$ cat src/rtl/bpwm_pkg.sv
package bpwm_pkg;

  typedef enum logic [1:0] {
    MODE_SINGLE = 2'b00,
    MODE_DUAL   = 2'b01,
    MODE_FWD    = 2'b10,
    MODE_REV    = 2'b11
  } pwm_mode_e;

  // Both quad variants share the upper code bit.
  function automatic logic is_quad(pwm_mode_e m);
    return m[1];
  endfunction

  // A reversal of the full bridge: quad to the other quad.
  function automatic logic dir_flip(pwm_mode_e old_m, pwm_mode_e new_m);
    return is_quad(old_m) && is_quad(new_m) && (old_m != new_m);
  endfunction

  // Pin level from an active flag and an active-level bit.
  function automatic logic drive_level(logic act, logic pol);
    return act ~^ pol;
  endfunction

endpackage

$ cat src/rtl/bpwm_timebase.sv
module bpwm_timebase
  import bpwm_pkg::*;
#(
  parameter int CNT_W = 8
) (
  input  logic             clk,
  input  logic             rst_n,
  input  logic [CNT_W-1:0] period_i,
  input  logic [CNT_W-1:0] duty_i,
  input  logic [1:0]       mode_i,
  output logic             raw_o,
  output pwm_mode_e        mode_o,
  output logic             blank_o
);

  logic [CNT_W-1:0] cnt_q;
  logic [CNT_W-1:0] per_q;
  logic [CNT_W-1:0] duty_q;
  pwm_mode_e        mode_q;
  logic             blank_q;
  logic [CNT_W:0]   cnt_nx;
  logic             wrap;
  pwm_mode_e        mode_in;

  assign mode_in = pwm_mode_e'(mode_i);
  assign cnt_nx  = {1'b0, cnt_q} + (CNT_W+1)'(1);
  // Boundary when the next count would reach the period (P of 0 or 1 -> every clock).
  assign wrap    = cnt_nx >= {1'b0, per_q};

  always_ff @(posedge clk) begin
    if (!rst_n) begin
      cnt_q   <= '0;
      per_q   <= '0;
      duty_q  <= '0;
      mode_q  <= MODE_SINGLE;
      blank_q <= 1'b0;
    end else if (wrap) begin
      cnt_q   <= '0;
      per_q   <= period_i;
      duty_q  <= duty_i;
      mode_q  <= mode_in;
      blank_q <= dir_flip(mode_q, mode_in);
    end else begin
      cnt_q   <= cnt_nx[CNT_W-1:0];
    end
  end

  assign raw_o   = cnt_q < duty_q;
  assign mode_o  = mode_q;
  assign blank_o = blank_q;


  cnt_range_chk: assert property (@(posedge clk) disable iff (!rst_n)
    (cnt_q == '0) || (cnt_q < per_q));


  latch_hold_chk: assert property (@(posedge clk) disable iff (!rst_n)
    !wrap |=> ($stable(duty_q) && $stable(per_q) && $stable(mode_q)));


  blank_once_chk: assert property (@(posedge clk) disable iff (!rst_n)
    (blank_q && !wrap) |=> blank_q);

endmodule

$ cat src/rtl/bpwm_deadband.sv
module bpwm_deadband #(
  parameter int DB_W    = 4,
  parameter int DB_STEP = 4
) (
  input  logic            clk,
  input  logic            rst_n,
  input  logic            raw_i,
  input  logic [DB_W-1:0] db_i,
  output logic            raw_d_o,
  output logic            a_on_o,
  output logic            b_on_o
);

  localparam int DZ_MAX = ((1 << DB_W) - 1) * DB_STEP;
  localparam int SC_W   = $clog2(DZ_MAX + 2);

  logic            raw_d;
  logic [SC_W-1:0] sc_q;
  logic [SC_W-1:0] dz;
  logic            hold_ok;

  function automatic logic [SC_W-1:0] dz_of(logic [DB_W-1:0] f);
    return SC_W'(f) * SC_W'(DB_STEP);
  endfunction

  assign dz = dz_of(db_i);

  // sc_q counts clocks since the modulated level last changed, saturating.
  always_ff @(posedge clk) begin
    if (!rst_n) begin
      raw_d <= 1'b0;
      sc_q  <= '0;
    end else begin
      raw_d <= raw_i;
      if (raw_i != raw_d)  sc_q <= '0;
      else if (sc_q != '1) sc_q <= sc_q + SC_W'(1);
    end
  end

  assign hold_ok = sc_q >= dz;
  assign raw_d_o = raw_d;
  assign a_on_o  = raw_d && hold_ok;
  assign b_on_o  = !raw_d && hold_ok;


  dead_gap_chk: assert property (@(posedge clk) disable iff (!rst_n)
    ((dz != '0) && (raw_d != $past(raw_d))) |-> (!a_on_o && !b_on_o));


  pair_excl_chk: assert property (@(posedge clk) disable iff (!rst_n)
    !(a_on_o && b_on_o));

endmodule

$ cat src/rtl/bpwm_steer.sv
module bpwm_steer
  import bpwm_pkg::*;
(
  input  logic       clk,
  input  logic       rst_n,
  input  logic       raw_d_i,
  input  logic       a_on_i,
  input  logic       b_on_i,
  input  pwm_mode_e  mode_i,
  input  logic       blank_i,
  input  logic [3:0] pol_i,
  output logic [3:0] out_o
);

  pwm_mode_e  mode_d;
  logic       blank_d;
  logic [3:0] act;
  logic [3:0] lvl;

  // Align mode and idle flag with the delayed modulated level.
  always_ff @(posedge clk) begin
    if (!rst_n) begin
      mode_d  <= MODE_SINGLE;
      blank_d <= 1'b0;
    end else begin
      mode_d  <= mode_i;
      blank_d <= blank_i;
    end
  end

  always_comb begin
    act = 4'b0000;
    unique case (mode_d)
      MODE_SINGLE: act = {3'b000, raw_d_i};
      MODE_DUAL:   act = {2'b00, b_on_i, a_on_i};
      MODE_FWD:    act = {raw_d_i, 2'b00, 1'b1};
      MODE_REV:    act = {1'b0, 1'b1, raw_d_i, 1'b0};
      default:     act = 4'b0000;
    endcase
    if (blank_d) act = 4'b0000;
  end

  assign lvl = is_quad(mode_d) ? {pol_i[1], pol_i[0], pol_i[1], pol_i[0]} : pol_i;

  for (genvar g = 0; g < 4; g++) begin : g_pin
    assign out_o[g] = drive_level(act[g], lvl[g]);
  end


  dual_excl_chk: assert property (@(posedge clk) disable iff (!rst_n)
    (mode_d == MODE_DUAL) |-> !(act[0] && act[1]));


  quad_idle_chk: assert property (@(posedge clk) disable iff (!rst_n)
    (mode_d == MODE_FWD) |-> (!act[1] && !act[2] && (act[0] == !blank_d)));


  blank_entry_chk: assert property (@(posedge clk) disable iff (!rst_n)
    dir_flip($past(mode_d), mode_d) |-> blank_d);


  single_only_a_chk: assert property (@(posedge clk) disable iff (!rst_n)
    (mode_d == MODE_SINGLE) |-> (act[3:1] == 3'b000));

endmodule

$ cat src/rtl/bridge_pwm.sv
module bridge_pwm
  import bpwm_pkg::*;
#(
  parameter int CNT_W   = 8,
  parameter int DB_W    = 4,
  parameter int DB_STEP = 4
) (
  input  logic             clk,
  input  logic             rst_n,
  input  logic [CNT_W-1:0] period_i,
  input  logic [CNT_W-1:0] duty_i,
  input  logic [1:0]       mode_i,
  input  logic [DB_W-1:0]  deadband_i,
  input  logic [3:0]       pol_i,
  output logic [3:0]       out_o
);

  logic      raw;
  logic      raw_d;
  logic      a_on;
  logic      b_on;
  logic      blank;
  pwm_mode_e mode_q;

  bpwm_timebase #(.CNT_W(CNT_W)) u_tb (
    .clk      (clk),
    .rst_n    (rst_n),
    .period_i (period_i),
    .duty_i   (duty_i),
    .mode_i   (mode_i),
    .raw_o    (raw),
    .mode_o   (mode_q),
    .blank_o  (blank)
  );

  bpwm_deadband #(.DB_W(DB_W), .DB_STEP(DB_STEP)) u_db (
    .clk     (clk),
    .rst_n   (rst_n),
    .raw_i   (raw),
    .db_i    (deadband_i),
    .raw_d_o (raw_d),
    .a_on_o  (a_on),
    .b_on_o  (b_on)
  );

  bpwm_steer u_st (
    .clk     (clk),
    .rst_n   (rst_n),
    .raw_d_i (raw_d),
    .a_on_i  (a_on),
    .b_on_i  (b_on),
    .mode_i  (mode_q),
    .blank_i (blank),
    .pol_i   (pol_i),
    .out_o   (out_o)
  );


  reset_idle_chk: assert property (@(posedge clk)
    $past(!rst_n) |-> (out_o == ~pol_i));

endmodule

$ cat config.mk
export PLATFORM = sky130hd
export DESIGN_NAME = bridge_pwm
export DESIGN_NICKNAME = d
export VERILOG_FILES = /design/src/rtl/bpwm_pkg.sv /design/src/rtl/bpwm_timebase.sv /design/src/rtl/bpwm_deadband.sv /design/src/rtl/bpwm_steer.sv /design/src/rtl/bridge_pwm.sv
export SDC_FILE = /design/constraint.sdc
export NUM_CORES = 1
export LEC_CHECK = 0
export BUFFER_PORTS_ARGS = -buffer_cell sky130_fd_sc_hd__buf_2
export CAP_MARGIN = 20
export CORE_MARGIN = 1
export CORE_UTILIZATION = 40
export DETAILED_ROUTE_END_ITERATION = 12
export MAX_ROUTING_LAYER = met4
export PLACE_DENSITY = 0.62
export SYNTH_ARGS = -nofsm -noshare
export SYNTH_HDL_FRONTEND = slang
export SYNTH_HIERARCHICAL = 1
export SYNTH_SLANG_ARGS = --single-unit
$ cat constraint.sdc
create_clock -name clk -period 3.2 [get_ports clk]
set_input_delay 0.64 -clock clk [delete_from_list [all_inputs] [get_ports clk]]
set_output_delay 0.64 -clock clk [all_outputs]
set_load 0.1 [all_outputs]
# After elaboration in Yosys (flattened, before gate mapping)
# Cells that the tools add are included.
dict set report word_totals {
  regBits 37
  input_bits 28
  word_cells 36
}
dict set report op_classes {
  add_sub_neg 2
  n_lt_le_gt_ge 3
  n_eq_ne 6
  n_mux 3
  bitwise_logic 5
  n_reduce_logical 8
}
# operator n
set op_table {}
lappend op_table {{$pmux W4 S4} 1}
lappend op_table {{$add A8 B1 Y9 const B} 1}
lappend op_table {{$ge A9 B8 Y1} 1}
lappend op_table {{$lt A8 B8 Y1} 1}
lappend op_table {{$mux W4} 2}
lappend op_table {{$add A6 B1 Y6 const B} 1}
lappend op_table {{$ge A6 B6 Y1} 1}
lappend op_table {{$ne A6 B6 Y1 const B} 1}
lappend op_table {{$eq A2 B2 Y1 const B} 2}
lappend op_table {{$logic_and A1 B1 Y1} 4}
lappend op_table {{$reduce_or A2 Y1} 2}
lappend op_table {{$xnor A1 B1 Y1} 4}
lappend op_table {{$eq A2 B1 Y1 const B} 1}
lappend op_table {{$logic_not A2 Y1} 1}
lappend op_table {{$ne A2 B2 Y1} 1}
lappend op_table {{$logic_not A1 Y1} 1}
lappend op_table {{$ne A1 B1 Y1} 1}
lappend op_table {{$not A1 Y1} 1}

# Logic depth before layout (Yosys ltp)
dict set report depth {
  word_depth 5
  mapped_depth 11
}

# Modules after synthesis
# Netlist, hierarchy kept.
# module n_inst cells_per_inst area_each_um2 seq_area_each_um2
set modules_own_cells {}
lappend modules_own_cells {bpwm_timebase 1 168 1495.2 540.5}
lappend modules_own_cells {bpwm_deadband 1 55 446.7 140.1}
lappend modules_own_cells {bpwm_steer 1 19 181.4 60.1}

# Worst setup path before layout
# Ideal clock, no wire load.
dict set report synth_timing {
  kind {input port to output port}
  startpoint {input port deadband_i[1]}
  endpoint {output port out_o[1]}
  arrival_time_ns 2.979
  t_required_ns 2.560
  slack_ns -0.419
  cell_stages 8
  path_buffers 0
  cell_sequence {inv_1 ha_1 o21ai_0 a31o_2 a211oi_1 mux2i_1 nor2_1 xnor2_1}
}
dict set report synth_via {
  elab_chain_cells 5
}
# element line_no
set synth_rtl {}
lappend synth_rtl {{start, declared} bridge_pwm.sv:13} ;# input logic [DB_W-1:0] deadband_i,
lappend synth_rtl {{$ge A6 B6 Y1} bpwm_deadband.sv:40} ;# assign hold_ok = sc_q >= dz;
lappend synth_rtl {{$logic_and A1 B1 Y1} bpwm_deadband.sv:43} ;# assign b_on_o = !raw_d && hold_ok;
lappend synth_rtl {{via b_on} bridge_pwm.sv:21} ;# logic b_on;
lappend synth_rtl {{$pmux W4 S4} bpwm_steer.sv:33} ;# unique case (mode_d)
lappend synth_rtl {{$mux W4} bpwm_steer.sv:40} ;# if (blank_d) act = 4'b0000;
lappend synth_rtl {{$xnor A1 B1 Y1} bpwm_pkg.sv:22} ;# return act ~^ pol;
lappend synth_rtl {{end, declared} bridge_pwm.sv:15} ;# output logic [3:0] out_o
# The timed path passes the listed nets, and every way through them passes these cells.

# Worst setup path in the final report
dict set report layout_timing {
  startpoint {register u_db.sc_q[2]}
  endpoint {output port out_o[0]}
}
dict set report layout_via {
  elab_chain_cells 5
}
# element line_no
set layout_rtl {}
lappend layout_rtl {{start, declared} bpwm_deadband.sv:18} ;# logic [SC_W-1:0] sc_q;
lappend layout_rtl {{start signal, assigned} bpwm_deadband.sv:36} ;# else if (sc_q != '1) sc_q <= sc_q + SC_W'(1);
lappend layout_rtl {{$ge A6 B6 Y1} bpwm_deadband.sv:40}
lappend layout_rtl {{$logic_and A1 B1 Y1} bpwm_deadband.sv:42} ;# assign a_on_o = raw_d && hold_ok;
lappend layout_rtl {{via a_on} bridge_pwm.sv:20} ;# logic a_on;
lappend layout_rtl {{$pmux W4 S4} bpwm_steer.sv:33}
lappend layout_rtl {{$mux W4} bpwm_steer.sv:40}
lappend layout_rtl {{$xnor A1 B1 Y1} bpwm_pkg.sv:22}
# The timed path passes the listed nets, and every way through them passes these cells.

==> reports/results.tsv <==
metric	value	unit
outcome	completed	
post-synthesis average cell area	8.77	um2
Worst Path Buf+Inv	2	
slowest stage delay, CP	450	ps
largest net degree at the start of global routing	30	
Sink Count	37	
drt via density	4.78	
initial antenna violation count	0	
Final min period	2870	ps
Initial Util	0.416	
Antenna diodes	0	
post-route ant nets	0	
Hold WC Path Type	flop to flop	
vias in the first global route	1557	
area leader, netlist	dfxtp_1	
Ports	32	
Iter 0 DRT Violations	28	
crit-path max FO	7	
Worst path slowest cell	dfxtp_1	
CP endpoint kind	output pin	
CTS tree	yes	
Post-CTS Setup Bufs	0	
Nets	327	
Routed WL	3.80	mm
top cell type's share of synthesized area	0.349	
routability cong.	0.802	
CTS Buf Count	5	
worst path cell trace	inv_1 > ha_1 > nand2_1 > a31o_2 > a21oi_1 > nand3b_1 > a21oi_1 > xnor2_2 > buf_12	
Max Freq	348	MHz
clk root buf	clkbuf_8	
Core Footprint	5110	um2
Buffers on Ports	31	
row count	26	
setup violators final	0	
Total GRT Usage	0.161	
Net Count, Synth	293	
Max Cap Viol	0	
clock buffer depth	2	
Pwr Density	855	nW/um2
first-pass GRT wire length	6.62	mm
Die X	74.9	um
DR WL/cell	11.0	um
Die Y	74.9	um
Netlist cell types	35	
Peak VDD IR	0.742	mV
H-tree levels	2	
Fill cells	513	
Worst EP required	2560	ps
arrival time at the worst endpoint	2230	ps
register bit total from synthesis	37	
synth-to-layout area growth	18.0	%
fin crit share	0.898	
worst-margin pin slew	484	ps
yosys warns	6	
Slew HR	0.679	
Post-Place Cell Area	2390	um2
area of the multi-input gates	1270	um2
clk_lat worst skew	280	ps
sequential fraction of the synthesis area	0.349	
fin area	2500	um2
Pre-antenna DRT Iters	4	
HPWL after DPL	2.87	mm
Design Power	2.14	mW
clock skew	1.28	ps
RSZ-0062 raised after global routing	false	
Mapped Cells	242	
die footprint	5600	um2
via count	1657	
setup_tns	0	ps
Reg area	741	um2
post-CTS resize count	0	
cts hold-fix bufs	0	
P_leak	1.18	nW
share of cells above drive strength 1	0.173	
largest cells by area after synthesis	dfxtp_1 (35%), ha_1 (14%), mux2i_1 (10%)	
DRC violations left	0	
CP Class	flop to output pin	
most used cell, CP	a21oi_1	
final slew viol count	0	
Post-Syn Area	2120	um2
clk slew on worst S/H paths	70	ps
final hold vios	0	
gr ovfl total	0	
crit-path leading delay family	compound AO/OA/AOI/OAI gates	
CP Launch Type	flop	
==> flip-flops by register name (all words and copies together), names as in the netlist <==
register and flops:
u_tb/per_q 8, u_st/blank_d 1, u_db/raw_d_o 1, u_tb/cnt_q 8, u_tb/mode_o 2, u_tb/blank_o 1, u_db/sc_q 6, u_tb/duty_q 8
u_st/mode_d 2
==> Yosys cell counts <==
| library cell | n |
|---|---|
| mux2i_1 | 22 |
| nor3b_1 | 2 |
| dfxtp_1 | 37 |
| clkbuf_1 | 5 |
| and3b_1 | 1 |
| ha_1 | 23 |
| a31oi_1 | 4 |
| xnor2_1 | 8 |
| o21ai_1 | 1 |
| and2_1 | 5 |
| o211ai_1 | 2 |
| a21o_1 | 3 |
| buf_6 | 1 |
| a211o_1 | 1 |
| a21oi_1 | 8 |
| a31o_2 | 1 |
| nand4_1 | 3 |
| o21bai_1 | 1 |
| nand3b_1 | 1 |
| and4_2 | 1 |
| o21ai_2 | 1 |
| a211oi_1 | 3 |
| nand3_1 | 8 |
| nand2b_1 | 2 |
| and3_4 | 1 |
| buf_8 | 1 |
| and3_1 | 7 |
| inv_1 | 23 |
| nor2b_1 | 1 |
| xor2_1 | 5 |
| nor2_1 | 6 |
| a41oi_4 | 1 |
| nor3_1 | 4 |
| nand2_1 | 44 |
| o21ai_0 | 5 |
==> final cells by class <==
type                       count  share of cell area
tap                           70              0.0350
sequential                    37               0.296
timing repair buffer          34              0.0829
multi-input combinational    175               0.505
inverter                      23              0.0345
clock buffer                   7              0.0345
clock inverter                 1              0.0120
==> final timing paths <==
path              endpoint  cells past startpoint  slack [ps]           from
min          u_tb/per_q[6]                      2         460  u_tb/per_q[6]
max reg2reg   u_tb/blank_o                     10         420  u_tb/cnt_q[0]
max               out_o[0]                      9         330   u_db/sc_q[2]
min reg2reg  u_tb/per_q[6]                      2         460  u_tb/per_q[6]
==> placed cells by master (no fill, tap or decap), types with 2 or more instances in the layout <==
master	count
nor2_1	6
a211oi_1	3
a21o_1	3
clkbuf_8	6
xor2_1	5
nand2b_1	2
ha_1	23
o211ai_1	2
nand2_1	44
nor3_1	4
dfxtp_1	37
a21oi_1	8
buf_4	3
o21ai_0	5
mux2i_1	22
inv_1	23
and3_1	7
nor3b_1	2
buf_2	29
and2_1	5
nand3_1	8
nand4_1	3
xnor2_2	2
a31oi_1	4
buf_12	2
xnor2_1	6
==> report_power, final <==
part / internal, mW / switching [mW] / total [mW]
Sequential: 0.587 / 0.0843 / 0.671
Combinational: 0.480 / 0.579 / 1.06
Clock: 0.254 / 0.158 / 0.412
==> per-layer routing <==
| layer | up-vias | track usage | part of all wire | wire length, um |
|---|---|---|---|---|
| met5 | - | - | 0 | 0 |
| met3 | 6 | 0.0442 | 0.039 | 148 |
| met4 | 0 | 0.0629 | 0.016 | 62 |
| met1 | 733 | 0.185 | 0.48 | 1830 |
| met2 | 28 | 0.266 | 0.46 | 1760 |
| li1 | 890 | - | - | - |
==> cell families after synthesis <==
group | after synthesis | synth area share
AND/OR/NAND/NOR | 86 | 0.194
AO/OA/AOI/OAI | 31 | 0.102
flip-flops | 37 | 0.349
adder cells (fa/ha/maj) | 23 | 0.136
XOR/XNOR | 13 | 0.0536
multiplexers | 22 | 0.104
buffers and inverters | 30 | 0.0619
==> worst min-delay path: cells and delay by family, from the launching register on <==
family | cells | cell delay [ps]
AND/OR/NAND/NOR | 1 | 50
multiplexers | 1 | 50
flip-flops | 1 | 310
==> metrics by stage <==
step / setup slack, ps / instances / hold WS, ps / utilization
after floorplan: 216 / 242 / 434 / -
after global placement: 425 / 339 / 440 / 0.468
after detailed placement: 396 / 339 / 454 / 0.468
after CTS: 280 / 347 / 464 / 0.490
after global routing: 98.6 / 347 / 485 / 0.490
final: 328 / 347 / 458 / 0.490
No activity file was read; power rests on OpenSTA's default activity.
